<file path="src/rtl/ff_pkg.sv">
package ff_pkg;
    typedef enum logic [0:0] {
        ST_RUN  = 1'b0,
        ST_TRAP = 1'b1
    } ff_state_e;
endpackage

</file>
<file path="src/rtl/ff_ctrl.sv">
module ff_ctrl
    import ff_pkg::*;
(
    input  logic clk,
    input  logic rst_n,
    input  logic head_fault,
    output logic run,
    output logic trap
);
    ff_state_e state_q, state_d;

    always_ff @(posedge clk or negedge rst_n) begin
        if (!rst_n) state_q <= ST_RUN;
        else        state_q <= state_d;
    end

    always_comb begin
        state_d = state_q;
        unique case (state_q)
            ST_RUN:  if (head_fault) state_d = ST_TRAP;
            ST_TRAP: state_d = ST_RUN;
            default: state_d = ST_RUN;
        endcase
    end

    always_comb begin
        run  = 1'b0;
        trap = 1'b0;
        unique case (state_q)
            ST_RUN:  run  = 1'b1;
            ST_TRAP: trap = 1'b1;
            default: run  = 1'b1;
        endcase
    end
endmodule

</file>
<file path="src/rtl/ff_cbuf.sv">
module ff_cbuf #(
    parameter int DEPTH = 8,
    parameter int NREG  = 8,
    parameter int DW    = 16,
    localparam int TW   = $clog2(DEPTH),
    localparam int RW   = $clog2(NREG),
    localparam int CW   = TW + 1
) (
    input  logic          clk,
    input  logic          rst_n,
    input  logic          run,
    input  logic          flush,
    input  logic          iss_valid,
    input  logic [RW-1:0] iss_dest,
    output logic          iss_ready,
    output logic [TW-1:0] iss_tag,
    output logic [CW-1:0] occ,
    input  logic          cmp_valid,
    input  logic [TW-1:0] cmp_tag,
    input  logic [DW-1:0] cmp_value,
    input  logic          cmp_exc,
    output logic          fwr_en,
    output logic [RW-1:0] fwr_addr,
    output logic [DW-1:0] fwr_data,
    output logic          ret_en,
    output logic [RW-1:0] ret_addr,
    output logic [DW-1:0] ret_data,
    output logic          head_fault,
    output logic [TW-1:0] head_tag
);
    logic [DEPTH-1:0] busy, done, fault;
    logic [RW-1:0]    dest  [DEPTH];
    logic [DW-1:0]    val   [DEPTH];
    logic [TW-1:0]    owner [NREG];
    logic [TW-1:0]    head, tail;
    logic             iss_fire, cmp_ok, head_done;

    assign iss_ready = run && (occ != CW'(DEPTH));
    assign iss_fire  = iss_valid && iss_ready;
    assign iss_tag   = tail;
    assign head_tag  = head;

    assign cmp_ok    = run && cmp_valid && busy[cmp_tag] && !done[cmp_tag];
    assign fwr_addr  = dest[cmp_tag];
    assign fwr_data  = cmp_value;
    assign fwr_en    = cmp_ok && !cmp_exc && (owner[dest[cmp_tag]] == cmp_tag);

    assign head_done  = busy[head] && done[head];
    assign head_fault = run && head_done && fault[head];
    assign ret_en     = run && head_done && !fault[head];
    assign ret_addr   = dest[head];
    assign ret_data   = val[head];

    always_ff @(posedge clk or negedge rst_n) begin
        if (!rst_n) begin
            busy  <= '0;
            done  <= '0;
            fault <= '0;
            head  <= '0;
            tail  <= '0;
            occ   <= '0;
            for (int i = 0; i < DEPTH; i++) begin
                dest[i] <= '0;
                val[i]  <= '0;
            end
            for (int r = 0; r < NREG; r++) owner[r] <= '0;
        end else if (flush) begin
            busy <= '0;
            done <= '0;
            tail <= head;
            occ  <= '0;
        end else begin
            if (cmp_ok) begin
                done[cmp_tag]  <= 1'b1;
                fault[cmp_tag] <= cmp_exc;
                val[cmp_tag]   <= cmp_value;
            end
            if (iss_fire) begin
                busy[tail]      <= 1'b1;
                done[tail]      <= 1'b0;
                fault[tail]     <= 1'b0;
                dest[tail]      <= iss_dest;
                owner[iss_dest] <= tail;
                tail            <= tail + 1'b1;
            end
            if (ret_en) begin
                busy[head] <= 1'b0;
                head       <= head + 1'b1;
            end
            occ <= occ + CW'(iss_fire) - CW'(ret_en);
        end
    end
endmodule

</file>
<file path="src/rtl/ff_regbank.sv">
module ff_regbank #(
    parameter int NREG = 8,
    parameter int DW   = 16,
    parameter int NRD  = 2,
    localparam int RW  = $clog2(NREG)
) (
    input  logic              clk,
    input  logic              rst_n,
    input  logic              fwr_en,
    input  logic [RW-1:0]     fwr_addr,
    input  logic [DW-1:0]     fwr_data,
    input  logic              awr_en,
    input  logic [RW-1:0]     awr_addr,
    input  logic [DW-1:0]     awr_data,
    input  logic              restore,
    input  logic [NRD*RW-1:0] rd_addr,
    output logic [NRD*DW-1:0] rd_data
);
    logic [DW-1:0] fut  [NREG];
    logic [DW-1:0] arch [NREG];

    always_ff @(posedge clk or negedge rst_n) begin
        if (!rst_n) begin
            for (int r = 0; r < NREG; r++) begin
                fut[r]  <= '0;
                arch[r] <= '0;
            end
        end else begin
            if (restore) begin
                for (int r = 0; r < NREG; r++) fut[r] <= arch[r];
            end else if (fwr_en) begin
                fut[fwr_addr] <= fwr_data;
            end
            if (awr_en) arch[awr_addr] <= awr_data;
        end
    end

    for (genvar p = 0; p < NRD; p++) begin : g_rd
        logic [RW-1:0] a;
        assign a = rd_addr[p*RW +: RW];
        always_comb begin
            if (fwr_en && !restore && (fwr_addr == a))
                rd_data[p*DW +: DW] = fwr_data;
            else
                rd_data[p*DW +: DW] = fut[a];
        end
    end
endmodule

</file>
<file path="src/rtl/future_file.sv">
module future_file #(
    parameter int DW    = 16,
    parameter int NREG  = 8,
    parameter int DEPTH = 8,
    parameter int NRD   = 2,
    localparam int RW   = $clog2(NREG),
    localparam int TW   = $clog2(DEPTH),
    localparam int CW   = TW + 1
) (
    input  logic              clk,
    input  logic              rst_n,
    input  logic              iss_valid,
    input  logic [RW-1:0]     iss_dest,
    output logic              iss_ready,
    output logic [TW-1:0]     iss_tag,
    input  logic              cmp_valid,
    input  logic [TW-1:0]     cmp_tag,
    input  logic [DW-1:0]     cmp_value,
    input  logic              cmp_exc,
    input  logic [NRD*RW-1:0] rd_addr,
    output logic [NRD*DW-1:0] rd_data,
    output logic              exc_valid,
    output logic [TW-1:0]     exc_tag
);
    logic          run, trap, head_fault;
    logic          fwr_en, ret_en;
    logic [RW-1:0] fwr_addr, ret_addr;
    logic [DW-1:0] fwr_data, ret_data;
    logic [CW-1:0] occ;

    ff_ctrl u_ctrl (
        .clk        (clk),
        .rst_n      (rst_n),
        .head_fault (head_fault),
        .run        (run),
        .trap       (trap)
    );

    ff_cbuf #(.DEPTH(DEPTH), .NREG(NREG), .DW(DW)) u_cbuf (
        .clk        (clk),
        .rst_n      (rst_n),
        .run        (run),
        .flush      (trap),
        .iss_valid  (iss_valid),
        .iss_dest   (iss_dest),
        .iss_ready  (iss_ready),
        .iss_tag    (iss_tag),
        .occ        (occ),
        .cmp_valid  (cmp_valid),
        .cmp_tag    (cmp_tag),
        .cmp_value  (cmp_value),
        .cmp_exc    (cmp_exc),
        .fwr_en     (fwr_en),
        .fwr_addr   (fwr_addr),
        .fwr_data   (fwr_data),
        .ret_en     (ret_en),
        .ret_addr   (ret_addr),
        .ret_data   (ret_data),
        .head_fault (head_fault),
        .head_tag   (exc_tag)
    );

    ff_regbank #(.NREG(NREG), .DW(DW), .NRD(NRD)) u_regs (
        .clk      (clk),
        .rst_n    (rst_n),
        .fwr_en   (fwr_en),
        .fwr_addr (fwr_addr),
        .fwr_data (fwr_data),
        .awr_en   (ret_en),
        .awr_addr (ret_addr),
        .awr_data (ret_data),
        .restore  (trap),
        .rd_addr  (rd_addr),
        .rd_data  (rd_data)
    );

    assign exc_valid = trap;
endmodule

</file>
<file path="config.mk">
export PLATFORM = sky130hd
export DESIGN_NAME = future_file
export DESIGN_NICKNAME = d
export VERILOG_FILES = /design/src/rtl/ff_pkg.sv /design/src/rtl/ff_ctrl.sv /design/src/rtl/ff_cbuf.sv /design/src/rtl/ff_regbank.sv /design/src/rtl/future_file.sv
export SDC_FILE = /design/constraint.sdc
export NUM_CORES = 1
export LEC_CHECK = 0
export BUFFER_PORTS_ARGS = -buffer_cell sky130_fd_sc_hd__buf_4
export CAP_MARGIN = 15
export CORE_ASPECT_RATIO = 0.8
export CORE_MARGIN = 4
export CORE_UTILIZATION = 55
export DETAILED_ROUTE_END_ITERATION = 8
export PLACE_DENSITY = 0.75
export SYNTH_ARGS = -nofsm -noshare
export SYNTH_HDL_FRONTEND = slang
export SYNTH_SLANG_ARGS = --single-unit
</file>
<file path="constraint.sdc">
create_clock -name clk -period 5 [get_ports clk]
set_input_delay 0.75 -clock clk [delete_from_list [all_inputs] [get_ports clk]]
set_output_delay 0.75 -clock clk [all_outputs]
set_load 0.05 [all_outputs]
</file>
# Word-level counts from Yosys, hierarchy flattened
# Index checks and enable logic that the tools add are counted.
word_totals:
  register_bits: 467
  elab_cells: 194
  input_bits: 33
classes:
  n_reduce_logical: 31
  bitwise: 17
  order_cmp: 19
  n_addsub: 4
  n_mux: 72
  n_eq_ne: 4
op_table:
  columns: ["operator", "count"]
  rows:
  - ["$bwmux 128", 3]
  - ["$mux 128", 2]
  - ["$mux 16", 11]
  - ["$bmux 16 s3", 3]
  - ["$demux 16 s3", 3]
  - ["$mux 8", 11]
  - ["$bwmux 24", 2]
  - ["$ge 4x4->1 const B", 8]
  - ["$not 3->4", 8]
  - ["$mux 3", 10]
  - ["$bmux 3 s3", 3]
  - ["$and 8x8->8", 3]
  - ["$logic_and 1x1->1", 22]
  - ["$lt 4x1->1 const B", 5]
  - ["$demux 3 s3", 2]
  - ["$not 8->8", 2]
  - ["$or 8x8->8", 2]
  - ["$bmux 1 s3", 5]
  - ["$lt 3x4->1 const B", 3]
  - ["$mux 1", 11]
  - ["$demux 1 s3", 3]
  - ["$eq 3x3->1", 3]
  - ["$ge 3x1->1 const B", 3]
  - ["$bwmux 8", 1]
  - ["other kinds (10)", 18]

# Logic depth before layout (Yosys ltp)
logic_depth:
  ltp_word: 13
  mapped_depth: 14
  depth_no_buf: 12

# Hierarchy
# A second synthesis with hierarchy kept.
unflattened:
  hier_cells: 1833
  area_unflattened_um2: 24189.4
modules_own_cells:
  columns: ["module", "cells_each", "n_inst", "area_per_inst_um2"]
  rows:
  - ["ff_regbank", 1020, 1, 13485.4]
  - ["ff_cbuf", 810, 1, 10669.0]
  - ["ff_ctrl", 3, 1, 35.0]

# Least setup slack after synthesis
# No wires, ideal clock.
synth_path:
  path_type: "input -> output"
  start: "in cmp_tag[0]"
  end: "out rd_data[10]"
  t_required_ns: 4.250
  setup_slack_ns: 0.938
  path_stages: 14
  t_arrival_ns: 3.312
  path_cell_list: "buf_6 mux2i_1 mux4_2 buf_6 buf_8 mux2i_1 a22oi_1 and3b_1 buf_6 buf_12 nor2_8 nand4_4 buf_6 mux2_4"
synth_between:
  elab_chain_len: 13
  word_cells_on_any_way: 22
  classes_between: "eq/ne: 2; mux: 11; bitwise: 2; reduce/logical: 7"
synth_rtl:
  columns: ["element", "line_no", "text"]
  rows:
  - ["start: declaration", "future_file.sv:17", "input logic [TW-1:0] cmp_tag,"]
  - ["$not 3->4 (implied by the code)", "ff_cbuf.sv:44, ff_cbuf.sv:46", null]
  - ["$bmux 3 s3", "ff_cbuf.sv:44, ff_cbuf.sv:46", null]
  - ["$mux 3 (implied by the code) (2 in a row)", "ff_cbuf.sv:44, ff_cbuf.sv:46", null]
  - ["$not 3->4 (implied by the code)", "ff_cbuf.sv:46", "assign fwr_en = cmp_ok && !cmp_exc && (owner[dest[cmp_tag]] == cmp_tag);"]
  - ["$bmux 3 s3", "ff_cbuf.sv:46", null]
  - ["$mux 3 (implied by the code) (2 in a row)", "ff_cbuf.sv:46", null]
  - ["$eq 3x3->1", "ff_cbuf.sv:46", null]
  - ["$logic_and 1x1->1", "ff_cbuf.sv:46", null]
  - ["$logic_and 1x1->1", "ff_regbank.sv:42", "if (fwr_en && !restore && (fwr_addr == a))"]
  - ["$logic_and 1x1->1 (*)", "ff_regbank.sv:42", null]
  - ["$mux 16 (*)", "ff_regbank.sv:42", null]
  - ["end: declaration", "future_file.sv:21", "output logic [NRD*DW-1:0] rd_data,"]
# Every way passes the cells marked *; elsewhere a longest branch is shown, timed or not. The select of a mux whose other input is x is not followed.

# Worst setup path after layout
# Ends and elaborated chain as after synthesis.

==> results.txt <==
- Buffers inserted to repair hold after CTS numbered 0.
* Count of buffers added by post-CTS timing repair for setup: 0
- Amount of wire on met2 after detailed routing: 31,500 µm
- The largest total area in the synthesized netlist belongs to dfrtp_1.
- Summed over all nets, wire length on met3 after detailed routing comes to 7670 µm.
- The setup check on the worst reg-to-reg path leaves a slack of around 900 ps.
- At the end of the flow, the number of nets in the layout was 2,093.
- Setup repair after global routing left no endpoint under its margin.
* Clock input transition at the sequential cells of the worst setup and hold paths: approximately 60 ps
* Total Neg Setup Slack: 0 ps
* Reg2Reg Capture Point: u_regs.fut[14]
- Total of flip-flops plus latches after synthesis: about 470
* Leakage power figure: ~11 nW
- The first global-routing pass estimated 108,000 µm of wire.
* Cells taking the most area after synthesis: dfrtp_1 49%, mux2_2 17%, mux4_2 6.5%
- For the worst flop-to-flop path, the logic depth is 10.
- Core Util, Final: 61.6%
- Critical path peak fanout: 18
- After synthesis, the largest area contributor takes up 48.7% of total cell area.
- For this run, the leading register cell type out of synthesis is dfrtp_1.
- DPL Wire Length: 41,300 µm
- Total via count in the routed design: 18,100
* Horizontal die dimension: 241 µm
- Count of antenna diodes in the layout: 0
- Slew Limit Headroom: 19.5%
- Before antenna repair, the detailed router went through 8 iterations.
- Internal power consumption: 11.2 mW
* Count of boundary I/O pins: between 70 and 80
- Total clock buffers created by CTS: 46
- Pin count of the biggest net entering global routing: 129
- Max-cap violations in this run came to 0.
* Register share of total power: 36.6%
- Worst reg2reg startpoint: u_cbuf.dest[21]
- The count of nets left with antenna violations once routing finished came out at 0.
- Overflow left after global routing: 0
- Fraction of registers with async set or reset after synthesis: 100%
- Effective utilization at floorplan: between 50% and 60%
- Clock insertion delay at the later pin of the skew report: roughly 590 ps
- IR Drop Worst-Case VDD: 524 µV
- STA classifies the critical path endpoint as an output port.
- Counting every sink on the clock net gives 467.
* Clock share of power: 19.9%
* Number of failing hold endpoints at the final stage: 0
- Max-slew violation count: 0
- Synthesized netlist net count: 2,101
- Uppermost routed layer: met5
- Area grow syn2layout: 10.8%
* Nature of the critical path startpoint: primary input
- In the routed layout, each cell is associated on average with a via count of 6.86.
- In this run the power density over the cells is 703 nW/µm².
- Detailed Route WL: between 60,000 and 70,000 µm
- The core region is ~43,000 µm².
- The worst setup path is of the primary input to output port kind.
- Setup violations remaining at the end of the flow were counted as 0.
- In the final layout, the share of cells above drive strength 1 is between 30 and 40%.
* Floorplan row count: 68
- Clk root buf: clkbuf_16
* Initial antenna violation count: 4
* Final Wtd Congestion: 0.864
- For the final database, setup skew stands at 32.4 ps.
- The path class of the tightest hold or removal check is primary input to async pin.
- Min cycle time layout: 4700 ps
- For the pin with the worst max-slew slack, the measured transition is roughly 1200 ps.
- Final hold analysis gives a worst-case slack of roughly 220 ps.
* Worst endpoint data arrival time: 3950 ps
- Required @ worst endpoint: 4250 ps
- CTS tree: yes
- Post-cts sizing count: 0
* Comb power frac: about 44%
- Cell count after synthesis: 2,061
* Pre-CTS setup slack: 307 ps
* Area enclosed by the die boundary: ~47,000 µm²
- Dividing the detail-routed wire length by the instance count gives approximately 26 µm.
* Overall global routing resource usage: 29.6%
- DRC violations left: 0
* IO buf count: 72
* Maximum count of clock buffers along a single path: 3
* Switching part of the total power: ~40%
- Minimum setup slack in the final design: 295 ps
- The die is just under 200 µm tall.
- Number of enable flip-flop cells after synthesis: 0
- Combined area of all synthesized cells: 24,000 µm²
* Number of global-route vias before repair: 18,100
- After synthesis, flip-flops and latches occupy between 40 and 50% of the total area.
- Sum of routed wire segments on met1: roughly 28,000 µm
- Maximum level of the CTS H-tree: 2
* Final Cycle Share: between 90% and 100%
- Synth warnings: 0
* Net switching component of the power: between 7 and 8 mW
- For this run, the top clock speed supported by timing is 0.213 GHz.
- Distinct cell type count of the synthesized netlist: 56
* Avg Cell Area, Syn: 11.6 µm²
- Final Total Pwr: about 19 mW
- Detailed Route Iter0 Violations: 2,245
- Status: completed
==> cells in the final DEF (no fill, tap or decap), types with 26 or more instances in the layout <==
cell type,instances
nor2_1,167
dfrtp_1,464
nand3_1,145
a31oi_1,132
a21oi_1,26
buf_4,128
mux2i_1,73
mux4_2,69
mux2_2,364
o21ai_0,175
nand2_1,53
clkbuf_16,46
==> flip-flops by register name, summed over array words and instances, names as in the netlist <==
name,count
u_regs.fut,128
u_cbuf.iss_tag,3
u_cbuf.done,8
u_cbuf.owner,24
u_cbuf.fault,8
u_ctrl.state_q,1
u_cbuf.busy,8
u_cbuf.head_tag,3
u_cbuf.occ,4
u_cbuf.dest,24
u_cbuf.val,128
u_regs.arch,128
==> synthesized netlist by cell type, types with 3 or more instances <==
master	number
nor3_4	8
xor2_1	6
xnor2_1	3
inv_1	15
nor3_1	14
a22oi_1	22
buf_1	28
nand3_1	145
o21ai_1	11
a21o_1	3
mux2_2	364
nand2b_1	6
nand2_1	53
buf_2	28
a211oi_1	5
o221ai_1	4
mux2i_1	73
a221oi_1	5
or3_1	10
ha_1	6
nand3b_1	6
mux2_4	20
nor2b_1	7
dfrtp_1	467
buf_4	11
buf_6	6
o21ai_0	175
nor3b_1	7
clkbuf_1	119
nor2_1	175
a31oi_1	132
mux4_2	69
o211ai_1	4
a21oi_1	26
==> through the flow <==
| stage | instances | area (µm²) |
|---|---|---|
| floorplan | 2061 | 24000 |
| global placement | 2560 | 24900 |
| detailed placement | 2560 | 24900 |
| CTS | 2640 | 26500 |
| global route | 2645 | 26600 |
| finish | 2645 | 26600 |
==> logic make-up (layout without fill, tap and decap cells) <==
| group | after synthesis | in the layout | share of synthesized area (%) |
|---|---|---|---|
| buffers and inverters | 209 | 233 | 3.89 |
| AO/OA/AOI/OAI | 396 | 396 | 9.60 |
| multiplexers | 526 | 526 | 27.9 |
| AND/OR/NAND/NOR | 447 | 447 | 9.14 |
| flip-flops | 467 | 467 | 48.7 |
| adder cells (fa/ha/maj) | 7 | 7 | 0.397 |
| XOR/XNOR | 9 | 9 | 0.329 |
==> power by group through the flow <==
stage | clock, mW | combinational (mW) | sequential, mW
after floorplan | 0 | 5.94 | 6.38
after global placement | 0 | 7.70 | 6.69
after detailed placement | 0 | 7.96 | 6.81
after CTS | 3.74 | 7.99 | 6.76
after global routing | 3.90 | 8.71 | 7.01
final | 3.72 | 8.12 | 6.83
==> worst max-delay path, cell delays in order <==
cell     delay (ps)
buf_4           250
mux2i_1         150
mux4_2          720
mux2i_1         200
a22oi_1         270
a21bo_2         190
and4_4          260
nand4_4         450
mux2_4          490
buf_4           190
==> layout make-up <==
| cell class | count | area (µm²) |
|---|---|---|
| Multi-Input combinational cell | 1385 | 11400 |
| Inverter | 15 | 61.3 |
| Timing Repair Buffer | 138 | 1110 |
| Tap cell | 560 | 701 |
| Fill cell | 3284 | 16600 |
| Sequential cell | 467 | 11700 |
| Clock inverter | 17 | 279 |
| Clock buffer | 63 | 1330 |
==> worst max path at each step <==
stage	cells past startpoint	startpoint	slack [ps]	to
floorplan	14	cmp_tag[0]	940	rd_data[10]
global placement	10	cmp_tag[0]	480	rd_data[8]
detailed placement	10	cmp_tag[0]	310	rd_data[10]
CTS	10	cmp_tag[0]	310	rd_data[10]
global route	10	cmp_tag[0]	210	rd_data[8]
finish	10	cmp_tag[0]	300	rd_data[10]
==> metal layers <==
metal	vias up	global-route usage (%)
met5	-	0
met4	6	10.2
met3	209	7.48
met2	1120	44.8
met1	9258	42.0
li1	7547	-
(Power assumes the default switching activity.)
